`src/rtl/lps_pkg.sv`:
```
package lps_pkg;
  typedef enum logic [1:0] {
    ST_START = 2'd0,
    ST_RUN   = 2'd1,
    ST_PDOWN = 2'd2,
    ST_WAKE  = 2'd3
  } lps_state_t;

  typedef logic [1:0] lps_mode_t;
  localparam lps_mode_t MODE_DEFAULT = 2'd0;
endpackage

```
`src/rtl/lps_sync.sv`:
```
module lps_sync #(
  parameter int WIDTH  = 2,
  parameter int STAGES = 2
) (
  input  logic             clk,
  input  logic [WIDTH-1:0] d,
  output logic [WIDTH-1:0] q
);
  logic [WIDTH-1:0] chain [STAGES];

  always_ff @(posedge clk) chain[0] <= d;

  generate
    for (genvar i = 1; i < STAGES; i++) begin : g_stage
      always_ff @(posedge clk) chain[i] <= chain[i-1];
    end
  endgenerate

  assign q = chain[STAGES-1];
endmodule

```
`src/rtl/lps_fsm.sv`:
```
module lps_fsm
  import lps_pkg::*;
#(
  parameter int START_DLY   = 1024,
  parameter int WARM_MIN    = 25,
  parameter int RESTART_DLY = 4
) (
  input  logic       clk,
  input  logic       cold,
  input  logic       sync_s,
  input  logic       pd_write,
  input  logic       slot2_end,
  output lps_state_t state,
  output lps_state_t state_nxt,
  output logic       bclk
);
  localparam int DMAX = (START_DLY > RESTART_DLY) ? START_DLY : RESTART_DLY;
  localparam int CW   = $clog2(DMAX + 1);
  localparam int WW   = $clog2(WARM_MIN + 1);

  logic [CW-1:0] cnt;
  logic [WW-1:0] wcnt;
  logic          pd_pend;

  always_comb begin
    state_nxt = state;
    unique case (state)
      ST_START: if (cnt == CW'(START_DLY - 1)) state_nxt = ST_RUN;
      ST_RUN:   if (slot2_end && pd_pend) state_nxt = ST_PDOWN;
      ST_PDOWN: if (!sync_s && wcnt >= WW'(WARM_MIN)) state_nxt = ST_WAKE;
      ST_WAKE:  if (cnt == CW'(RESTART_DLY - 1)) state_nxt = ST_RUN;
      default:  state_nxt = ST_START;
    endcase
    if (cold) state_nxt = ST_START;
  end

  always_ff @(posedge clk) begin
    state <= state_nxt;
    bclk  <= (state_nxt == ST_RUN) ? ~bclk : 1'b0;

    if (cold || state_nxt != state) cnt <= '0;
    else if (state == ST_START || state == ST_WAKE) cnt <= cnt + 1'b1;

    if (cold || state != ST_PDOWN || !sync_s) wcnt <= '0;
    else if (wcnt < WW'(WARM_MIN)) wcnt <= wcnt + 1'b1;

    if (cold || state != ST_RUN || state_nxt == ST_PDOWN) pd_pend <= 1'b0;
    else if (pd_write) pd_pend <= 1'b1;
  end

  // a running link produces a toggling clock every master edge
  p_bclk_toggle_r3: assert property (@(posedge clk) disable iff (cold)
    (state == ST_RUN && $past(state) == ST_RUN) |-> (bclk != $past(bclk)));

  // power-down only entered from a running link on the slot-2 boundary
  p_pd_at_slot2_r5: assert property (@(posedge clk) disable iff (cold)
    (state == ST_PDOWN && $past(state) == ST_RUN) |-> $past(slot2_end));

  // waking needs a SYNC pulse that reached the threshold
  p_wake_width_r8: assert property (@(posedge clk) disable iff (cold)
    (state == ST_WAKE && $past(state) == ST_PDOWN) |-> ($past(wcnt) >= WW'(WARM_MIN)));
endmodule

```
`src/rtl/lps_ready.sv`:
```
module lps_ready #(
  parameter int READY_DLY = 1534
) (
  input  logic clk,
  input  logic cold,
  input  logic run,
  input  logic run_nxt,
  input  logic sync_s,
  output logic ready
);
  localparam int RW = $clog2(READY_DLY + 1);

  logic          sync_d;
  logic          timing;
  logic [RW-1:0] rcnt;

  always_ff @(posedge clk) begin
    sync_d <= sync_s;
    if (cold || !run_nxt) begin
      ready  <= 1'b0;
      timing <= 1'b0;
      rcnt   <= '0;
    end else if (timing) begin
      if (rcnt == RW'(READY_DLY - 1)) begin
        ready  <= 1'b1;
        timing <= 1'b0;
      end
      rcnt <= rcnt + 1'b1;
    end else if (run && !ready && sync_s && !sync_d) begin
      timing <= 1'b1;
      rcnt   <= '0;
    end
  end
endmodule

```
`src/rtl/link_pwr_seq.sv`:
```
module link_pwr_seq
  import lps_pkg::*;
#(
  parameter int START_DLY   = 1024,
  parameter int WARM_MIN    = 25,
  parameter int RESTART_DLY = 4,
  parameter int READY_DLY   = 1534,
  parameter int SYNC_STAGES = 2
) (
  input  logic       clk,
  input  logic       cold_rst_n,
  input  logic       sync_in,
  input  logic       pd_write,
  input  logic       slot2_end,
  input  logic       mode_we,
  input  logic [1:0] mode_wdata,
  output logic       bit_clk,
  output logic       link_en,
  output logic       pdown,
  output logic       codec_ready,
  output logic [1:0] op_mode
);
  logic [1:0] pins_s;
  logic       cold, sync_s;
  lps_state_t state, state_nxt;
  lps_mode_t  mode_q;

  lps_sync #(.WIDTH(2), .STAGES(SYNC_STAGES)) u_sync (
    .clk (clk),
    .d   ({cold_rst_n, sync_in}),
    .q   (pins_s)
  );
  assign cold   = ~pins_s[1];
  assign sync_s = pins_s[0];

  lps_fsm #(
    .START_DLY   (START_DLY),
    .WARM_MIN    (WARM_MIN),
    .RESTART_DLY (RESTART_DLY)
  ) u_fsm (
    .clk       (clk),
    .cold      (cold),
    .sync_s    (sync_s),
    .pd_write  (pd_write),
    .slot2_end (slot2_end),
    .state     (state),
    .state_nxt (state_nxt),
    .bclk      (bit_clk)
  );

  lps_ready #(.READY_DLY(READY_DLY)) u_ready (
    .clk     (clk),
    .cold    (cold),
    .run     (state == ST_RUN),
    .run_nxt (state_nxt == ST_RUN),
    .sync_s  (sync_s),
    .ready   (codec_ready)
  );

  always_ff @(posedge clk) begin
    if (cold) mode_q <= MODE_DEFAULT;
    else if (mode_we && state == ST_RUN) mode_q <= mode_wdata;
  end

  assign link_en = (state == ST_RUN);
  assign pdown   = (state == ST_PDOWN);
  assign op_mode = mode_q;

  // clock held low during power-down
  p_pd_quiet_r6: assert property (@(posedge clk) disable iff (cold)
    pdown |-> (!bit_clk && !link_en));

  // mode register frozen during power-down
  p_mode_frozen_r6: assert property (@(posedge clk) disable iff (cold)
    pdown |=> $stable(op_mode));

  // ready is only reported on a running link
  p_ready_link_r4: assert property (@(posedge clk) disable iff (cold)
    codec_ready |-> link_en);
endmodule

```
`config.mk`:
```
export PLATFORM = sky130hd
export DESIGN_NAME = link_pwr_seq
export DESIGN_NICKNAME = d
export VERILOG_FILES = /design/src/rtl/lps_pkg.sv /design/src/rtl/lps_sync.sv /design/src/rtl/lps_fsm.sv /design/src/rtl/lps_ready.sv /design/src/rtl/link_pwr_seq.sv
export SDC_FILE = /design/constraint.sdc
export NUM_CORES = 1
export LEC_CHECK = 0
export ABC_AREA = 1
export BUFFER_PORTS_ARGS = -buffer_cell sky130_fd_sc_hd__buf_4
export CAP_MARGIN = 20
export CELL_PAD_IN_SITES_DETAIL_PLACEMENT = 1
export CELL_PAD_IN_SITES_GLOBAL_PLACEMENT = 2
export CORE_MARGIN = 2
export CORE_UTILIZATION = 37
export CTS_BUF_LIST = sky130_fd_sc_hd__clkbuf_8
export DETAILED_ROUTE_END_ITERATION = 10
export MAX_ROUTING_LAYER = met4
export PLACE_DENSITY = 0.81
export SYNTH_ARGS = -nofsm -noshare
export SYNTH_HDL_FRONTEND = slang
export SYNTH_SLANG_ARGS = --single-unit
```
`constraint.sdc`:
```
create_clock -name clk -period 2.51 [get_ports clk]
set_clock_uncertainty 0.1 [all_clocks]
set_input_delay 0 -clock clk [delete_from_list [all_inputs] [get_ports clk]]
set_output_delay 0 -clock clk [all_outputs]
set_load 0.005 [all_outputs]
```
==> reports/qor.txt <==
Mux contribution to synthesized area: 1.08%
CTS tree: yes
Number of I/O pins: 14
Clk slew on worst S/H paths: 0.08 ns
Final Util: 46.0%
Area after DPL: 2130 µm²
Pwr dens: 602 nW/µm²
Die Height: 76.9 µm
Setup Crit Path Kind: flop to flop
Failing checks: negative hold slack
Reg2Reg Depth: 8
Run status: complete, but fails checks
Max clock buf depth: 2
Area leader, netlist: dfxtp_1
Global Route Usage Sum: 16.3%
Top FF cell, synth: dfxtp_1
Final hold slack: -0.00401 ns
Netlist cell types: 32
Final Hold Fails: 1
Synthesized Nets: 262
Largest family of logic cells by synthesized area: simple AND/OR/NAND/NOR gates
Yosys reg bits: 40
Hold_buf cts: 6
Drt via density: 4.81
Area share of the largest cell type after synthesis: 40.8%
PostCTS Resize Cnt: 0
Commonest cells in the netlist: 40 x dfxtp_1, 39 x nand2_1, 32 x nor2_1
Gp weighted congestion: 0.750
CP max FO: 14
Core ar.: 5110 µm²
Tightest Pin Transition: 0.375 ns
Initial Util: 38.5%
Post-synth EDFFs: 0
Synth Cell Area: 1960 µm²
Leakage: 0.871 nW
Grt ovf: 0
I/O Buffers: 13
Post-CTS Setup Bufs: 0
Layout cells sized above 1: 19.6%
CP Launch Point: u_fsm.state[0]$_DFF_P_
Die X: 76.9 µm
Simple-Gate Fraction of Synth Area: 31.2%
Yosys Warn Count: 0
Total CTS buffers: 5
First-pass GRT wire length: 7570 µm
Worst path arrival time: 2.21 ns
CP Capture Type: flop
CTS sink cnt: 40
CTS H-Tree Depth: 2
Fillers: 649
HPWL after DPL: 3130 µm
Top post-synthesis cells by area: dfxtp_1 41%, nand2_1 7.5%, nor3_2 6.1%
Setup tns final: 0 ns
XOR/XNOR Fraction of Synth Area: 4.46%
Min Tclk post-route: 2.10 ns
Core Rows: 26
Pre-Repair DR Iteration Count: 4
Worst skew pair latency: 0.29 ns
Final instance area: 2350 µm²
Post-synth ARST share: 0%
Crit Reg-Reg Startpoint: u_fsm.state[0]$_DFF_P_
Fmax achieved: 0.475 GHz
Initial DRC count: 45
Worst setup SP type: flop
Largest net degree at the start of global routing: 15
CP endpoint: u_ready.rcnt[4]$_SDFFE_PP0P_
Sequential share of the synthesized area: 40.8%
VDD IR max: 0.278 mV
RSZ-0062 raised after global routing: false
Multi-input logic area: 1010 µm²
Via count: 1640
Maxcap violations: 0
Hold crit path type: primary input to flop
Synth Area in Compound Gates: 9.11%
Most frequent cell after synthesis: dfxtp_1
Initial antenna violation count: 0
Final setup vio count: 0
Reg2reg setup slack: 0.41 ns
Final wirelength: 4200 µm
Ant. Diodes: 0
Root Driver: clkbuf_8
FF-to-FF End: u_ready.rcnt[4]$_SDFFE_PP0P_
Total Nets Final: 287
Pins Over Slew Limit: 0
Design Power: 1.41 mW
DR WL/cell: 12.3 µm
Mean Syn Cell Area: 8.02 µm²
Vias in the first global route: 1640
Post-Synth Adder-Cell Area: 5.73%
Worst Path Required: 2.62 ns
Worst slew margin: 74.8%
Cells after synthesis: 245
Die area: 5910 µm²
Period utilisation layout: 83.8%
Area growth, synth to finish: 19.6%
Drt drc: 0
Post-route ant nets: 0
Hold Path Stages: 5
Register area: 801 µm²
area by class of cell:
| cell class | count | area share, % |
|---|---|---|
| multi-input cells | 171 | 43.1 |
| clock buffers | 5 | 2.93 |
| well taps | 70 | 3.73 |
| clock inverters | 3 | 3.83 |
| flip-flops and latches | 40 | 34.1 |
| repair buffers | 21 | 7.35 |
| inverters | 31 | 4.95 |
sequential cells by signal (all words and copies together) (netlist names):
register,count
u_ready.ready,1
u_fsm.pd_pend,1
u_ready.timing,1
u_fsm.bclk,1
u_ready.sync_d,1
op_mode,2
u_fsm.state,2
u_fsm.cnt,11
u_ready.rcnt,11
u_fsm.wcnt,5
u_sync.chain,4
per-layer routing:
metal  GRT usage, %  wire length [µm]  vias to the layer above  share of wire [%]
met5              -                 0                        -                  0
met4           6.73                63                        0                1.5
met3           3.18                92                        5                2.2
met2           26.8              2020                       15                 48
met1           19.5              2030                      773                 48
li1               -                 -                      847                  -
where the power goes:
group | internal (mW) | switching [mW] | total (mW) | leakage [nW]
clock | 0.497 | 0.229 | 0.726 | 0.0784
combinational | 0.0224 | 0.0167 | 0.0391 | 0.468
sequential | 0.642 | 0.00750 | 0.650 | 0.325
placed cells by master, fill, tap and decap left out, drive strengths merged, types with 3 or more instances in the layout:
cell         Yosys  final
a211oi           4      4
a21oi           11     11
buf              3     15
bufinv           0      3
clkbuf           0      5
dfxtp           40     40
dlygate4sd3      0      6
ha               9      9
inv             31     31
nand2           42     42
nand3           14     14
nand4            3      3
nor2            41     41
nor3            15     15
o21ai           10     10
xnor2            3      3
xor2             7      7
worst min-delay path by stage:
stage	from	endpoint	slack (ns)
after CTS	mode_we	op_mode[1]$_SDFFE_PN0P_	0.0002
after floorplan	sync_in	u_sync.chain[0][0]$_DFF_P_	-0.07
after detailed placement	sync_in	u_sync.chain[0][0]$_DFF_P_	0.006
after global placement	cold_rst_n	u_sync.chain[0][1]$_DFF_P_	0.005
final	mode_we	op_mode[1]$_SDFFE_PN0P_	-0.004
after global routing	mode_we	op_mode[1]$_SDFFE_PN0P_	0.04
worst max-delay path, cell delays in order (launching register included):
cell,delay [ns]
dfxtp_1,0.41
inv_1,0.13
ha_1,0.27
or2_2,0.31
a21oi_1,0.13
nand2_1,0.11
nand3_2,0.11
nand2_2,0.22
a211oi_1,0.23
per-stage QoR:
stage / hold slack [ns] / worst slack (ns) / std cells
2_1_floorplan: -0.0723 / 0.690 / 245
3_3_place_gp: 0.00544 / 0.521 / 327
3_5_place_dp: 0.00589 / 0.393 / 327
4_1_cts: 0.000165 / 0.373 / 341
5_1_grt: 0.0432 / 0.191 / 341
6_report: -0.00401 / 0.406 / 341
kinds of logic (layout without fill, tap and decap cells):
group | Yosys count | in the layout
AND/OR/NAND/NOR | 119 | 119
flip-flops | 40 | 40
buffers and inverters | 34 | 60
AO/OA/AOI/OAI | 31 | 31
XOR/XNOR | 10 | 10
adder cells (fa/ha/maj) | 9 | 9
multiplexers | 2 | 2
Note: power is estimated with default switching activity, not from simulation.
